`src/rtl/pwr_seq_pkg.sv`:
```
// Shared types for the regulator sequencer.
// Assumes: nothing beyond IEEE 1800-2017.
package pwr_seq_pkg;
    typedef enum logic [2:0] {
        SEQ_OFF     = 3'd0,
        SEQ_SOFT    = 3'd1,
        SEQ_REG     = 3'd2,
        SEQ_RESTART = 3'd3,
        SEQ_LATCH   = 3'd4
    } seq_state_t;
endpackage

```
`src/rtl/pwr_flag_filter.sv`:
```
// Stability filter: the output takes a new raw value only after that value
// has been sampled on STABLE_LEN consecutive clock edges.
// Assumes: raw is synchronous to clk; STABLE_LEN >= 1.
module pwr_flag_filter #(
    parameter int STABLE_LEN = 4
) (
    input  logic clk,
    input  logic rst_n,
    input  logic raw,
    output logic filt
);
    localparam int CW = $clog2(STABLE_LEN + 1);
    localparam logic [CW-1:0] LAST = CW'(STABLE_LEN - 1);

    logic [CW-1:0] run_len;

    // Count consecutive disagreeing samples; flip once the run is long enough.
    always_ff @(posedge clk) begin
        if (!rst_n) begin
            run_len <= '0;
            filt    <= 1'b0;
        end else if (raw == filt) begin
            run_len <= '0;
        end else if (run_len == LAST) begin
            run_len <= '0;
            filt    <= raw;
        end else begin
            run_len <= run_len + 1'b1;
        end
    end

    // the output only ever moves to the value the raw flag held.
    assert_filter_follows_R4: assert property (@(posedge clk) disable iff (!rst_n)
        (filt != $past(filt)) |-> ($past(raw) == filt));
endmodule

```
`src/rtl/pwr_oc_counter.sv`:
```
// Counts overcurrent events since the last clear and flags when the next
// event will be the one that reaches the limit.
// Assumes: inc is a one-cycle pulse per event; OC_LIMIT >= 1.
module pwr_oc_counter #(
    parameter int OC_LIMIT = 4
) (
    input  logic clk,
    input  logic rst_n,
    input  logic clear,
    input  logic inc,
    output logic next_is_last
);
    localparam int CW = $clog2(OC_LIMIT + 1);
    localparam logic [CW-1:0] MAXV = CW'(OC_LIMIT);
    localparam logic [CW-1:0] PRE  = CW'(OC_LIMIT - 1);

    logic [CW-1:0] events;

    // Clear takes priority; otherwise count events, saturating at the limit.
    always_ff @(posedge clk) begin
        if (!rst_n || clear) begin
            events <= '0;
        end else if (inc && events != MAXV) begin
            events <= events + 1'b1;
        end
    end

    // Flag for the sequencer: the coming event is the final allowed one.
    always_comb next_is_last = (events >= PRE);

    // a clear request empties the count at the next edge.
    assert_clear_empties_R10: assert property (@(posedge clk) disable iff (!rst_n)
        clear |=> (events == '0));
endmodule

```
`src/rtl/pwr_seq_fsm.sv`:
```
// Sequencing state machine: off, soft start, regulation, one-cycle
// overcurrent restart and latched fault. Drives the stage controls and
// power-good from the state and the filtered monitor flags.
// Assumes: en_ok, oc_sample, ss_done and ot_flag are synchronous to clk.
module pwr_seq_fsm
    import pwr_seq_pkg::*;
(
    input  logic clk,
    input  logic rst_n,
    input  logic en_ok,
    input  logic ss_done,
    input  logic ov_f,
    input  logic uv_f,
    input  logic oc_sample,
    input  logic ot_flag,
    input  logic oc_last,
    output logic oc_inc,
    output logic oc_clear,
    output logic run,
    output logic gate_hiz,
    output logic ss_discharge,
    output logic ss_track,
    output logic pg_pull_low
);
    seq_state_t state, state_nx;
    logic       active;

    // State register.
    always_ff @(posedge clk) begin
        if (!rst_n) state <= SEQ_OFF;
        else        state <= state_nx;
    end

    // Next state: disable first, then overvoltage, overcurrent, completion.
    always_comb begin
        state_nx = state;
        if (!en_ok) begin
            state_nx = SEQ_OFF;
        end else begin
            unique case (state)
                SEQ_OFF:     state_nx = SEQ_SOFT;
                SEQ_SOFT, SEQ_REG: begin
                    if (ov_f)              state_nx = SEQ_LATCH;
                    else if (oc_sample)    state_nx = oc_last ? SEQ_LATCH : SEQ_RESTART;
                    else if (ss_done)      state_nx = SEQ_REG;
                end
                SEQ_RESTART: state_nx = ov_f ? SEQ_LATCH : SEQ_SOFT;
                SEQ_LATCH:   state_nx = SEQ_LATCH;
                default:     state_nx = SEQ_OFF;
            endcase
        end
    end

    // Counter handshake: count events while switching, clear while off.
    always_comb begin
        active   = (state == SEQ_SOFT) || (state == SEQ_REG);
        oc_inc   = active && en_ok && !ov_f && oc_sample;
        oc_clear = (state == SEQ_OFF);
    end

    // Stage controls and power-good; over-temperature overlays the state.
    always_comb begin
        run          = active && !ot_flag;
        gate_hiz     = !run;
        ss_discharge = (state == SEQ_RESTART);
        ss_track     = (state == SEQ_OFF);
        pg_pull_low  = !((state == SEQ_REG) && en_ok && !uv_f && !ov_f && !ot_flag);
    end

    // a disable seen at an edge always lands in the off state.
    assert_disable_to_off_R2: assert property (@(posedge clk) disable iff (!rst_n)
        !en_ok |=> (state == SEQ_OFF));
    // the latched state holds while enabled.
    assert_latch_holds_R6: assert property (@(posedge clk) disable iff (!rst_n)
        (state == SEQ_LATCH) && en_ok |=> (state == SEQ_LATCH));
    // a discharge cycle lasts one clock and is followed by soft start.
    assert_restart_one_cycle_R7: assert property (@(posedge clk) disable iff (!rst_n)
        ss_discharge && en_ok && !ov_f |=> (state == SEQ_SOFT) && !ss_discharge);
    // the off state never drives the stage.
    assert_off_quiet_R1: assert property (@(posedge clk) disable iff (!rst_n)
        ss_track |-> gate_hiz && !run && pg_pull_low);
endmodule

```
`src/rtl/pwr_seq_ctrl.sv`:
```
// Top of the regulator startup and fault sequencer. Filters the two
// voltage-monitor flags, counts overcurrent events and runs the sequencer.
// Assumes: all inputs synchronous to clk; FILT_LEN >= 1, OC_LIMIT >= 1.
module pwr_seq_ctrl #(
    parameter int FILT_LEN = 4,
    parameter int OC_LIMIT = 4
) (
    input  logic clk,
    input  logic rst_n,
    input  logic supply_ok,
    input  logic enable_in,
    input  logic ss_done,
    input  logic ov_raw,
    input  logic uv_raw,
    input  logic oc_sample,
    input  logic ot_flag,
    output logic run,
    output logic gate_hiz,
    output logic ss_discharge,
    output logic ss_track,
    output logic pg_pull_low
);
    localparam int NMON = 2;   // index 0: undervoltage, index 1: overvoltage

    logic [NMON-1:0] mon_raw, mon_filt;
    logic            en_ok, oc_last, oc_inc, oc_clear;

    // Enable-delay condition: supplies in range and enable requested.
    always_comb begin
        en_ok   = supply_ok && enable_in;
        mon_raw = {ov_raw, uv_raw};
    end

    // One stability filter per voltage-monitor flag.
    for (genvar g = 0; g < NMON; g++) begin : g_mon
        pwr_flag_filter #(.STABLE_LEN(FILT_LEN)) u_filt (
            .clk  (clk),
            .rst_n(rst_n),
            .raw  (mon_raw[g]),
            .filt (mon_filt[g])
        );
    end

    pwr_oc_counter #(.OC_LIMIT(OC_LIMIT)) u_occ (
        .clk         (clk),
        .rst_n       (rst_n),
        .clear       (oc_clear),
        .inc         (oc_inc),
        .next_is_last(oc_last)
    );

    pwr_seq_fsm u_fsm (
        .clk         (clk),
        .rst_n       (rst_n),
        .en_ok       (en_ok),
        .ss_done     (ss_done),
        .ov_f        (mon_filt[1]),
        .uv_f        (mon_filt[0]),
        .oc_sample   (oc_sample),
        .ot_flag     (ot_flag),
        .oc_last     (oc_last),
        .oc_inc      (oc_inc),
        .oc_clear    (oc_clear),
        .run         (run),
        .gate_hiz    (gate_hiz),
        .ss_discharge(ss_discharge),
        .ss_track    (ss_track),
        .pg_pull_low (pg_pull_low)
    );

    // power-good released only with both filtered flags low and gates driven.
    assert_pg_needs_clean_R3: assert property (@(posedge clk) disable iff (!rst_n)
        !pg_pull_low |-> (mon_filt == '0) && !gate_hiz);
endmodule

```
`config.mk`:
```
export PLATFORM = sky130hd
export DESIGN_NAME = pwr_seq_ctrl
export DESIGN_NICKNAME = d
export VERILOG_FILES = /design/src/rtl/pwr_seq_pkg.sv /design/src/rtl/pwr_flag_filter.sv /design/src/rtl/pwr_oc_counter.sv /design/src/rtl/pwr_seq_fsm.sv /design/src/rtl/pwr_seq_ctrl.sv
export SDC_FILE = /design/constraint.sdc
export NUM_CORES = 1
export LEC_CHECK = 0
export ABC_AREA = 1
export BUFFER_PORTS_ARGS = -buffer_cell sky130_fd_sc_hd__buf_2
export CELL_PAD_IN_SITES_DETAIL_PLACEMENT = 1
export CELL_PAD_IN_SITES_GLOBAL_PLACEMENT = 1
export CORE_MARGIN = 1.5
export CORE_UTILIZATION = 34
export CTS_CLUSTER_SIZE = 20
export DETAILED_ROUTE_END_ITERATION = 16
export PLACE_DENSITY_LB_ADDON = 0.1
export SYNTH_ARGS = -nofsm -noshare
export SYNTH_HDL_FRONTEND = slang
export SYNTH_HIERARCHICAL = 1
export SYNTH_SLANG_ARGS = --single-unit
export TNS_END_PERCENT = 30
```
`constraint.sdc`:
```
create_clock -name clk -period 1.3 [get_ports clk]
set_input_delay 0.26 -clock clk [delete_from_list [all_inputs] [get_ports clk]]
set_output_delay 0.26 -clock clk [all_outputs]
set_load 0.05 [all_outputs]
```
==> out/qor.yml <==
post_drt_wl_per_cell_um: 10.7
post-route-period-util_pct: 112
clock_skew_ps: 6.35
cts_hold_buf: 0
p_per_area_nw_per_um2: 748
clockBufferDepth: 2
vias: 767
drive_gt1_share_pct: 35.7
hpwl_mm: 1.49
ios: 14
cts.clk_slew.worst_paths_ps: 90
ys_top_cells_by_count: "21 x inv_1, 20 x nand2_1, 18 x nor2_1"
finalMaxSlewViolations: 0
synth-edff-count: 0
min_period_ps: 1460
coreArea_um2: 2210
reg2reg_depth: 8
synth_area_leaders: "dfxtp_1 35%, ha_1 11%, inv_1 9.9%, nand2_1 9.4%, nor2_1 8.5%"
worstPathArrival_ps: 1200
grt_overflow: 0
root_buffer: "clkbuf_4"
cts_tree: "built"
htreeDepth: 1
die_w_um: 51.3
p_leak_nw: 0.498
die_y_um: 51.3
finalHoldViolations: 0
wirelength_mm: 1.80
portBuffers: 13
max_freq_mhz: 687
grt_pass1_wl_mm: 3.09
grt_max_degree: 8
synth_seq_cells: 14
yosys.area.top_type: "dfxtp_1"
synth_flop_cell: "dfxtp_1"
setup_viol: 6
initial_core_util_pct: 35.9
ys_warn_count: 6
cp_max_fo: 4
numCtsBuffers: 3
relSlewSlack_pct: 85.3
fin_nets: 158
clkSinkCount: 14
maxCapViolations: 0
setup_slack_ps: -156
yosysMostFrequentCell: "inv_1"
place_congestion: 0.769
start_kind: "flop"
violations: "setup timing"
worstSkewPairLatency_ps: 280
synth.distinct_cells: 18
antenna_cells: 0
dieArea_um2: 2640
peakVddDrop_v: 0.000492
hold_path.class: "input pin to flop"
syn_area_um2: 795
area_growth_pct: 33.2
placementRows: 17
fin_util_pct: 47.9
grt_util_all_layers_pct: 15.8
outcome: "finished with violations"
async_flop_share_pct: 0
worstMarginPinSlew_ps: 220
antenna_found_initial: 0
grt_pass1_vias: 742
synth.net_count: 129
cp-end-kind: "primary output"
worstPathRequired_ps: 1040
drt_iter0_drc: 6
first_pass_iters: 4
rsz0062_at_grt: "yes"
syn_area_per_cell_um2: 7.03
vias_per_cell: 4.57
path_class: "flop to primary output"
synthCells: 113
tns_ps: -656
drc: 0
ys_seq_area_share_pct: 35.3
yosys.area.top_type_share_pct: 35.3
hold_path_depth: 3
ant_nets: 0
logic make-up after synthesis:
family / share of synthesized area (%)
and+or+nand+nor: 34.0
buffers and inverters: 12.3
DFF: 35.3
AOI/OAI and AO/OA: 7.40
adders and majority gates: 11.0
worst max-delay path: stages (launching register included):
cell      delay, ps
dfxtp_4         370
inv_2            60
nand4_1         100
nor2_1          130
nand3b_1        100
buf_6           170
final timing paths:
check,slack (ps),endpoint,from
worst max-delay path,-160,pg_pull_low,u_fsm/state[0]$_SDFFE_PN0P_
worst min-delay path,250,g_mon[1].u_filt/filt$_SDFFE_PN0P_,ov_raw
worst max register to register,-10,u_fsm/state[0]$_SDFFE_PN0P_,u_occ/events[0]$_SDFFE_PP0P_
worst min register to register,420,g_mon[0].u_filt/run_len[0]$_SDFF_PP0_,g_mon[0].u_filt/run_len[0]$_SDFF_PP0_
where the power goes:
part           switching [mW]  internal, mW
combinational          0.0630        0.0447
sequential            0.00652         0.435
clock                   0.135         0.107
total                   0.204         0.587
repair_timing:
item / in CTS / in global routing
pin swaps: 2 / 1
resized for setup: 21 / 0
buffers inserted: 1 / 0
setup endpoints to repair: 7 / 11
flip-flops by register name, summed over array words and instances, names as in the netlist:
| register | cells |
|---|---|
| g_mon.u_filt/filt | 2 |
| g_mon.u_filt/run_len | 6 |
| u_fsm/state | 3 |
| u_occ/events | 3 |
per-layer routing:
metal	part of all wire [%]	global-route usage, %
met2	47	25.5
met3	3.7	1.75
met1	47	20.9
met5	0	0
met4	1.8	7.89
layout by cell type (no fill, tap or decap):
master / instances
inv_2: 5
clkbuf_4: 3
a211oi_2: 1
nor2_1: 16
nand3_1: 4
nand3_2: 3
buf_6: 4
ha_1: 7
nand4_1: 2
inv_1: 19
a31oi_1: 1
o21ai_0: 2
buf_4: 12
nor2_2: 4
buf_8: 1
nand3b_1: 2
o21ai_1: 1
nand2_1: 20
nor2_4: 2
dfxtp_4: 2
nand2_2: 4
a21oi_1: 5
dfxtp_2: 1
buf_2: 8
dfxtp_1: 11
stage by stage:
step	worst slack (ps)	area (µm²)	power [mW]	cells	hold WS [ps]
after floorplan	-143	802	0.516	113	397
after global placement	-4.97	977	0.551	164	406
after detailed placement	-60.4	977	0.555	164	415
after CTS	-177	1060	0.814	168	241
after global routing	-237	1060	0.830	168	256
final	-156	1060	0.791	168	252
area by class of cell:
| cell class | count | area, µm² |
|---|---|---|
| well taps | 28 | 35.0 |
| clock buffers | 3 | 22.5 |
| flip-flops and latches | 14 | 289 |
| fillers | 302 | 1150 |
| repair buffers | 25 | 190 |
| multi-input cells | 74 | 432 |
| inverters | 24 | 90.1 |
No activity file was read; power rests on OpenSTA's default activity.
